[config.mk]
export PLATFORM = sky130hd
export DESIGN_NAME = owm_slot_engine
export DESIGN_NICKNAME = d
export VERILOG_FILES = /design/src/rtl/owm_slot_engine.sv
export SDC_FILE = /design/constraint.sdc
export NUM_CORES = 1
export LEC_CHECK = 0
export ABC_AREA = 0
export BUFFER_PORTS_ARGS = -buffer_cell sky130_fd_sc_hd__buf_2
export CAP_MARGIN = 20
export CORE_UTILIZATION = 50
export CTS_BUF_LIST = sky130_fd_sc_hd__clkbuf_4
export DETAILED_ROUTE_END_ITERATION = 7
export PLACE_DENSITY = 0.71
export SYNTH_ARGS = -nofsm -noshare
export SYNTH_HDL_FRONTEND = slang
export SYNTH_SLANG_ARGS = --single-unit
[constraint.sdc]
create_clock -name clk -period 6.7 [get_ports clk]
set_input_delay 1.34 -clock clk [delete_from_list [all_inputs] [get_ports clk]]
set_output_delay 1.34 -clock clk [all_outputs]
set_load 0.02 [all_outputs]
[src/rtl/owm_slot_engine.sv]
module owm_slot_engine #(
  parameter int CLK_PER_US     = 200,
  parameter int RST_LOW_US     = 480,
  parameter int RST_REL_US     = 480,
  parameter int PRES_SAMPLE_US = 70,
  parameter int SLOT_US        = 70,
  parameter int W0_LOW_US      = 60,
  parameter int W1_LOW_US      = 6,
  parameter int RD_LOW_US      = 2,
  parameter int RD_SAMPLE_US   = 13,
  parameter int SPU_SHORT_US   = 10000,
  parameter int SPU_LONG_US    = 500000
) (
  input  logic       clk,
  input  logic       rst_n,
  input  logic       cmd_valid,
  output logic       cmd_ready,
  input  logic [1:0] cmd_op,
  input  logic       cmd_bit,
  input  logic       line_in,
  output logic       line_pull_n,
  output logic       spu_en,
  output logic       result_valid,
  output logic       result_bit
);
  localparam int RST_END = RST_LOW_US + RST_REL_US;
  localparam int MAX_US  = (SPU_LONG_US > RST_END) ? SPU_LONG_US : RST_END;
  localparam int UW      = $clog2(MAX_US + 1);
  localparam int PW      = $clog2(CLK_PER_US + 1);

  localparam logic [1:0] OP_RST = 2'b00;
  localparam logic [1:0] OP_WR  = 2'b01;
  localparam logic [1:0] OP_RD  = 2'b10;
  localparam logic [1:0] OP_SPU = 2'b11;

  logic          busy, dbit;
  logic [1:0]    op;
  logic [PW-1:0] pre;
  logic [UW-1:0] us;
  logic [1:0]    line_s;
  logic [UW-1:0] low_us, end_us, samp_us;
  logic          has_samp;

  wire tick = (pre == PW'(CLK_PER_US - 1));

  always_comb begin
    has_samp = 1'b0;
    samp_us  = '0;
    case (op)
      OP_RST: begin
        low_us = UW'(RST_LOW_US);
        end_us = UW'(RST_END);
        samp_us = UW'(RST_LOW_US + PRES_SAMPLE_US);
        has_samp = 1'b1;
      end
      OP_WR: begin
        low_us = dbit ? UW'(W1_LOW_US) : UW'(W0_LOW_US);
        end_us = UW'(SLOT_US);
      end
      OP_RD: begin
        low_us = UW'(RD_LOW_US);
        end_us = UW'(SLOT_US);
        samp_us = UW'(RD_SAMPLE_US);
        has_samp = 1'b1;
      end
      default: begin
        low_us = '0;
        end_us = dbit ? UW'(SPU_LONG_US) : UW'(SPU_SHORT_US);
      end
    endcase
  end

  assign cmd_ready   = !busy;
  assign line_pull_n = !(busy && (us < low_us));
  assign spu_en      = busy && (op == OP_SPU);

  always_ff @(posedge clk or negedge rst_n) begin
    if (!rst_n) begin
      busy         <= 1'b0;
      op           <= OP_RST;
      dbit         <= 1'b0;
      pre          <= '0;
      us           <= '0;
      line_s       <= 2'b11;
      result_valid <= 1'b0;
      result_bit   <= 1'b0;
    end else begin
      line_s       <= {line_s[0], line_in};
      result_valid <= 1'b0;
      if (!busy) begin
        if (cmd_valid) begin
          busy       <= 1'b1;
          op         <= cmd_op;
          dbit       <= cmd_bit;
          pre        <= '0;
          us         <= '0;
          result_bit <= 1'b0;
        end
      end else begin
        pre <= tick ? '0 : pre + 1'b1;
        if (tick) begin
          us <= us + 1'b1;
          if (has_samp && us == samp_us - UW'(1))
            result_bit <= (op == OP_RST) ? !line_s[1] : line_s[1];
          if (us == end_us - UW'(1)) begin
            busy         <= 1'b0;
            result_valid <= 1'b1;
          end
        end
      end
    end
  end
endmodule


[After elaboration in Yosys (flattened, before gate mapping)]
Index checks and enable logic that the tools add are counted.
Storage, ports and cells
  bits in registers: 35
  bits in latches: 0
  memory bits (writable): 0
  bits in read-only memories: 0
  bits of input ports: 7
  output and inout bits: 5
  memories kept: 0
Operators by class
  $add $sub $neg: 4
  multiply operators: 0
  div/mod/pow operators: 0
  $lt $le $gt $ge: 1
  equality and inequality tests: 8
  shifts and indexed selects: 0
  multiplexer cells: 24
  bitwise logic cells: 1
  reduce and logical (&&, ||, !) cells: 13
Operators with widths (count)
  2-to-1 mux 19 bit: 4
  equality test 19 bit: 2
  case mux 19 bit (2 select lines): 1
  subtractor 19 x 1 -> 19 bit, second input constant: 2
  case mux 9 bit (3 select lines): 1
  2-to-1 mux 8 bit: 3
  case mux 10 bit (2 select lines): 1
  adder 19 x 1 -> 19 bit, second input constant: 1
  less-than comparator 19 bit: 1
  2-to-1 mux 1 bit: 13
  adder 8 x 1 -> 8 bit, second input constant: 1
  equality test 8 bit, second input constant: 1
  2-to-1 mux 6 bit: 1
  equality test 2 bit, second input constant: 2
  inequality test 2 x 1 -> 1 bit, second input constant: 2
  AND reduction 2 bit: 2
  OR reduction 2 bit: 2
  logical AND 1 bit: 3
  logical NOT 1 bit: 3
  AND reduction 3 bit: 1
  equality test 2 x 1 -> 1 bit, second input constant: 1
  logical NOT 2 bit: 1
  nonzero test 2 bit: 1
  inverter 1 bit: 1

[Longest topological paths before layout]
  depth after elaboration: 8
  gate-level depth with buffers: 10

[Worst setup path before layout]
No wires, ideal clock.
  path kind: register to output
  start: register op[0]
  end: output port line_pull_n
  arrival: 2.282 ns
  required time: 5.360 ns
  slack: 3.078 ns
  cell stages (with the launch flop): 11
  path buffers: 1
  path through: dfrtp_1 ha_1 clkbuf_1 nor2_1 nand2_1 ha_1 a21o_1 a21o_1 a21oi_1 o21ai_0 a41o_1
Between the ends
  word-level cells in the longest chain between the ends: 5
RTL lines
  start, declared: RTL line 37  | logic [1:0] op;
  start signal, assigned: RTL line 93  | op <= cmd_op;
  equality test 2 bit (tied with other cells): RTL line 49  | case (op)
  case mux 9 bit (3 select lines) (*): RTL line 49
  less-than comparator 19 bit (*): RTL line 74  | assign line_pull_n = !(busy && (us < low_us));
  logical AND 1 bit (*): RTL line 74
  logical NOT 1 bit (*): RTL line 74
  end, declared: RTL line 21  | output logic line_pull_n,
Every way passes the cells marked *; elsewhere a longest branch is shown, timed or not.

[Worst setup path in the final report]
Same ends and word-level chain as after synthesis.

==> run summary <==
CTS hold repair buffers = 0
chip height = 71.2 um
synthesized area per cell = 8.43 um2
worst rel slew slack = 0.397
vias in the first global route = 1914
Netlist cell types = 49
antenna diode count = 0
cells along the critical path = ha_1 > nor2_1 > nand2_1 > ha_1 > a21o_1 > a21o_1 > a21oi_1 > o21ai_0 > a41o_1 > buf_2
WP data arrival = 2.88 ns
crit path kind = reg2out
clk buf depth = 2
hpwl dp = 3.81 mm
CTS H-Tree Depth = 2
most frequent cells in the layout = nand2_1, dfrtp_1, o21ai_0
slowest stage delay, CP = 0.59 ns
peak supply drop = 176 uV
Hold Path Class = reg2reg
DR iter-0 viols = 128
Buf/Inv on CP = 1
Top delay family on crit path = compound AO/OA/AOI/OAI gates
All-Layer GR Usage = 0.234
TNS Setup = 0 ns
CP max FO = 13
pwr dens = 281 mW/mm2
placer congestion estimate = 0.865
failing checks = design-rule violations
total CTS buffers = 5
drt wl/cell = 16.0 um
grt total ovfl = 0
clk_skew = 0.0154 ns
CTS-repair resized insts = 0
Yosys warnings = 0
I/O pin count = 12
post-synthesis sequential area ratio = 0.367
core area = 0.00447 mm2
DRT Pass-1 Iters = 6
worst skew pair latency = 0.34 ns
Area Overhead vs Synth = 5.33%
RSZ-0062 raised after global routing = no
slowest stage cell on the critical path = dfrtp_1
initial antenna violation count = 0
Vias = 2055
Sink Count = 35
largest net degree at the start of global routing = 36
leakage = 1.06 nW
async set-or-reset flop fraction in the synthesized netlist = 1.00
most common cell after layout, fill and taps aside = nand2_1
crit path time final = 4.22 ns
crit path launch type = register
Total Power = 0.708 mW
Horiz. Die Dim = 71.2 um
Critical Path End Type = output pin
Final Hold Fails = 0
Routed Antenna Nets = 0
PortBufs = 11
layout cells sized above 1 = 0.0909
max-slew violations = 0
Critical Path RT = 5.36 ns
maxcap violations = 0
Final Cycle Share = 0.630
Die ar. = 0.00507 mm2
Row Count = 24
max frequency = 237 MHz
run status = complete, but fails checks
residual DRC count = 1
Synth Register Bits = 35
CTS tree = yes
final setup violating endpoints = 0
Post-Syn Nets = 308
CTS Root Cell = clkbuf_4
Post-Syn Instances = 284
EDFF count, synth = 0
post-CTS setup buffer count = 0
Cell Area, Synth = 0.00239 mm2
post-layout net count = 309
Vias/cell = 6.08
first-pass GRT wire length = 9.23 mm
worst slew pin tran = 0.903 ns
ys flop type = dfrtp_1
Post-Route WL = 5.40 mm
initial core utilization = 0.535
fill count = 424
clock slew at reported path FFs = 0.12 ns
==> worst reg2reg max path, cell delays in order (launching register included) <==
cell	delay, ns
dfrtp_1	0.59
ha_1	0.51
nand2b_1	0.13
ha_1	0.21
xor2_1	0.15
nor2_1	0.11
a32oi_1	0.06
a2111oi_0	0.78
nor2_1	0.08
==> report_power, final <==
part | total [mW] | switching, mW | internal [mW]
sequential | 0.352 | 0.0943 | 0.257
combinational | 0.205 | 0.106 | 0.0987
clock | 0.151 | 0.0746 | 0.0767
total | 0.708 | 0.275 | 0.433
==> cells in the mapped netlist (2+ instances only) <==
library cell / n / share of area
nor2_1: 25 / 0.039
a41oi_1: 2 / 0.0073
o22ai_1: 2 / 0.0052
and3_1: 7 / 0.018
a2111oi_0: 2 / 0.0073
nand3_1: 5 / 0.010
o21ai_0: 30 / 0.063
a21oi_1: 5 / 0.010
ha_1: 17 / 0.089
o211ai_1: 2 / 0.0063
clkbuf_1: 15 / 0.024
or4_1: 3 / 0.0094
or3_1: 3 / 0.0078
xor2_1: 9 / 0.033
nand3b_1: 3 / 0.0094
mux2i_1: 5 / 0.021
inv_1: 9 / 0.014
dfrtp_1: 33 / 0.34
nor3_1: 5 / 0.010
nand4_1: 12 / 0.031
nand2_1: 37 / 0.058
xnor2_1: 4 / 0.015
a31oi_1: 3 / 0.0078
nand2b_1: 5 / 0.013
a21o_1: 3 / 0.0094
dfstp_2: 2 / 0.022
and4_1: 2 / 0.0073
nor4_1: 6 / 0.016
nor2b_1: 7 / 0.018
o31ai_1: 2 / 0.0063
==> final cells by class <==
type	count	area (um2)	share of cell area
Multi-Input combinational cell	222	1410	0.559
Clock inverter	3	38.8	0.0154
Inverter	10	37.5	0.0149
Sequential cell	35	878	0.348
Clock buffer	5	37.5	0.0149
Tap cell	52	65.1	0.0258
Timing Repair Buffer	11	55.1	0.0218
==> routing by layer <==
metal / GRT usage / wire length (um) / vias to the layer above
met1: 0.341 / 2650 / 973
li1: - / - / 1029
met2: 0.360 / 2480 / 48
met5: 0 / 0 / -
met3: 0.0470 / 219 / 5
met4: 0.0556 / 44 / 0
==> metrics by stage <==
step / hold WS, ns / instance area [um2] / setup slack (ns) / util / instances
finish: 0.363 / 2520 / 2.48 / 0.564 / 338
global route: 0.369 / 2520 / 2.22 / 0.564 / 338
CTS: 0.365 / 2520 / 2.48 / 0.564 / 338
detailed placement: 0.350 / 2450 / 2.86 / 0.547 / 330
global placement: 0.350 / 2450 / 2.94 / 0.547 / 330
floorplan: 0.345 / 2390 / 3.08 / - / 284
==> worst paths after layout <==
path,slack (ns),to,start,cells past startpoint
max,2.48,line_pull_n,op[0],10
min,0.36,line_s[1],line_s[0],0
max reg2reg,3.96,busy,op[0],8
min reg2reg,0.36,line_s[1],line_s[0],0
max in group asynchronous,5.13,result_bit,rst_n,1
min in group asynchronous,1.05,op[0],rst_n,1
==> registers in the layout, summed over array words and instances (netlist names) <==
register      count
us               19
pre               8
result_bit        1
dbit              1
busy              1
line_s            2
result_valid      1
op                2
==> logic make-up after synthesis <==
kind of cell	share of synthesized area
xor+xnor	0.0475
mux	0.0209
buf+inv	0.0444
compound gates	0.151
fa+ha+maj	0.0888
simple gates	0.281
flops	0.367
(Power assumes the default switching activity.)
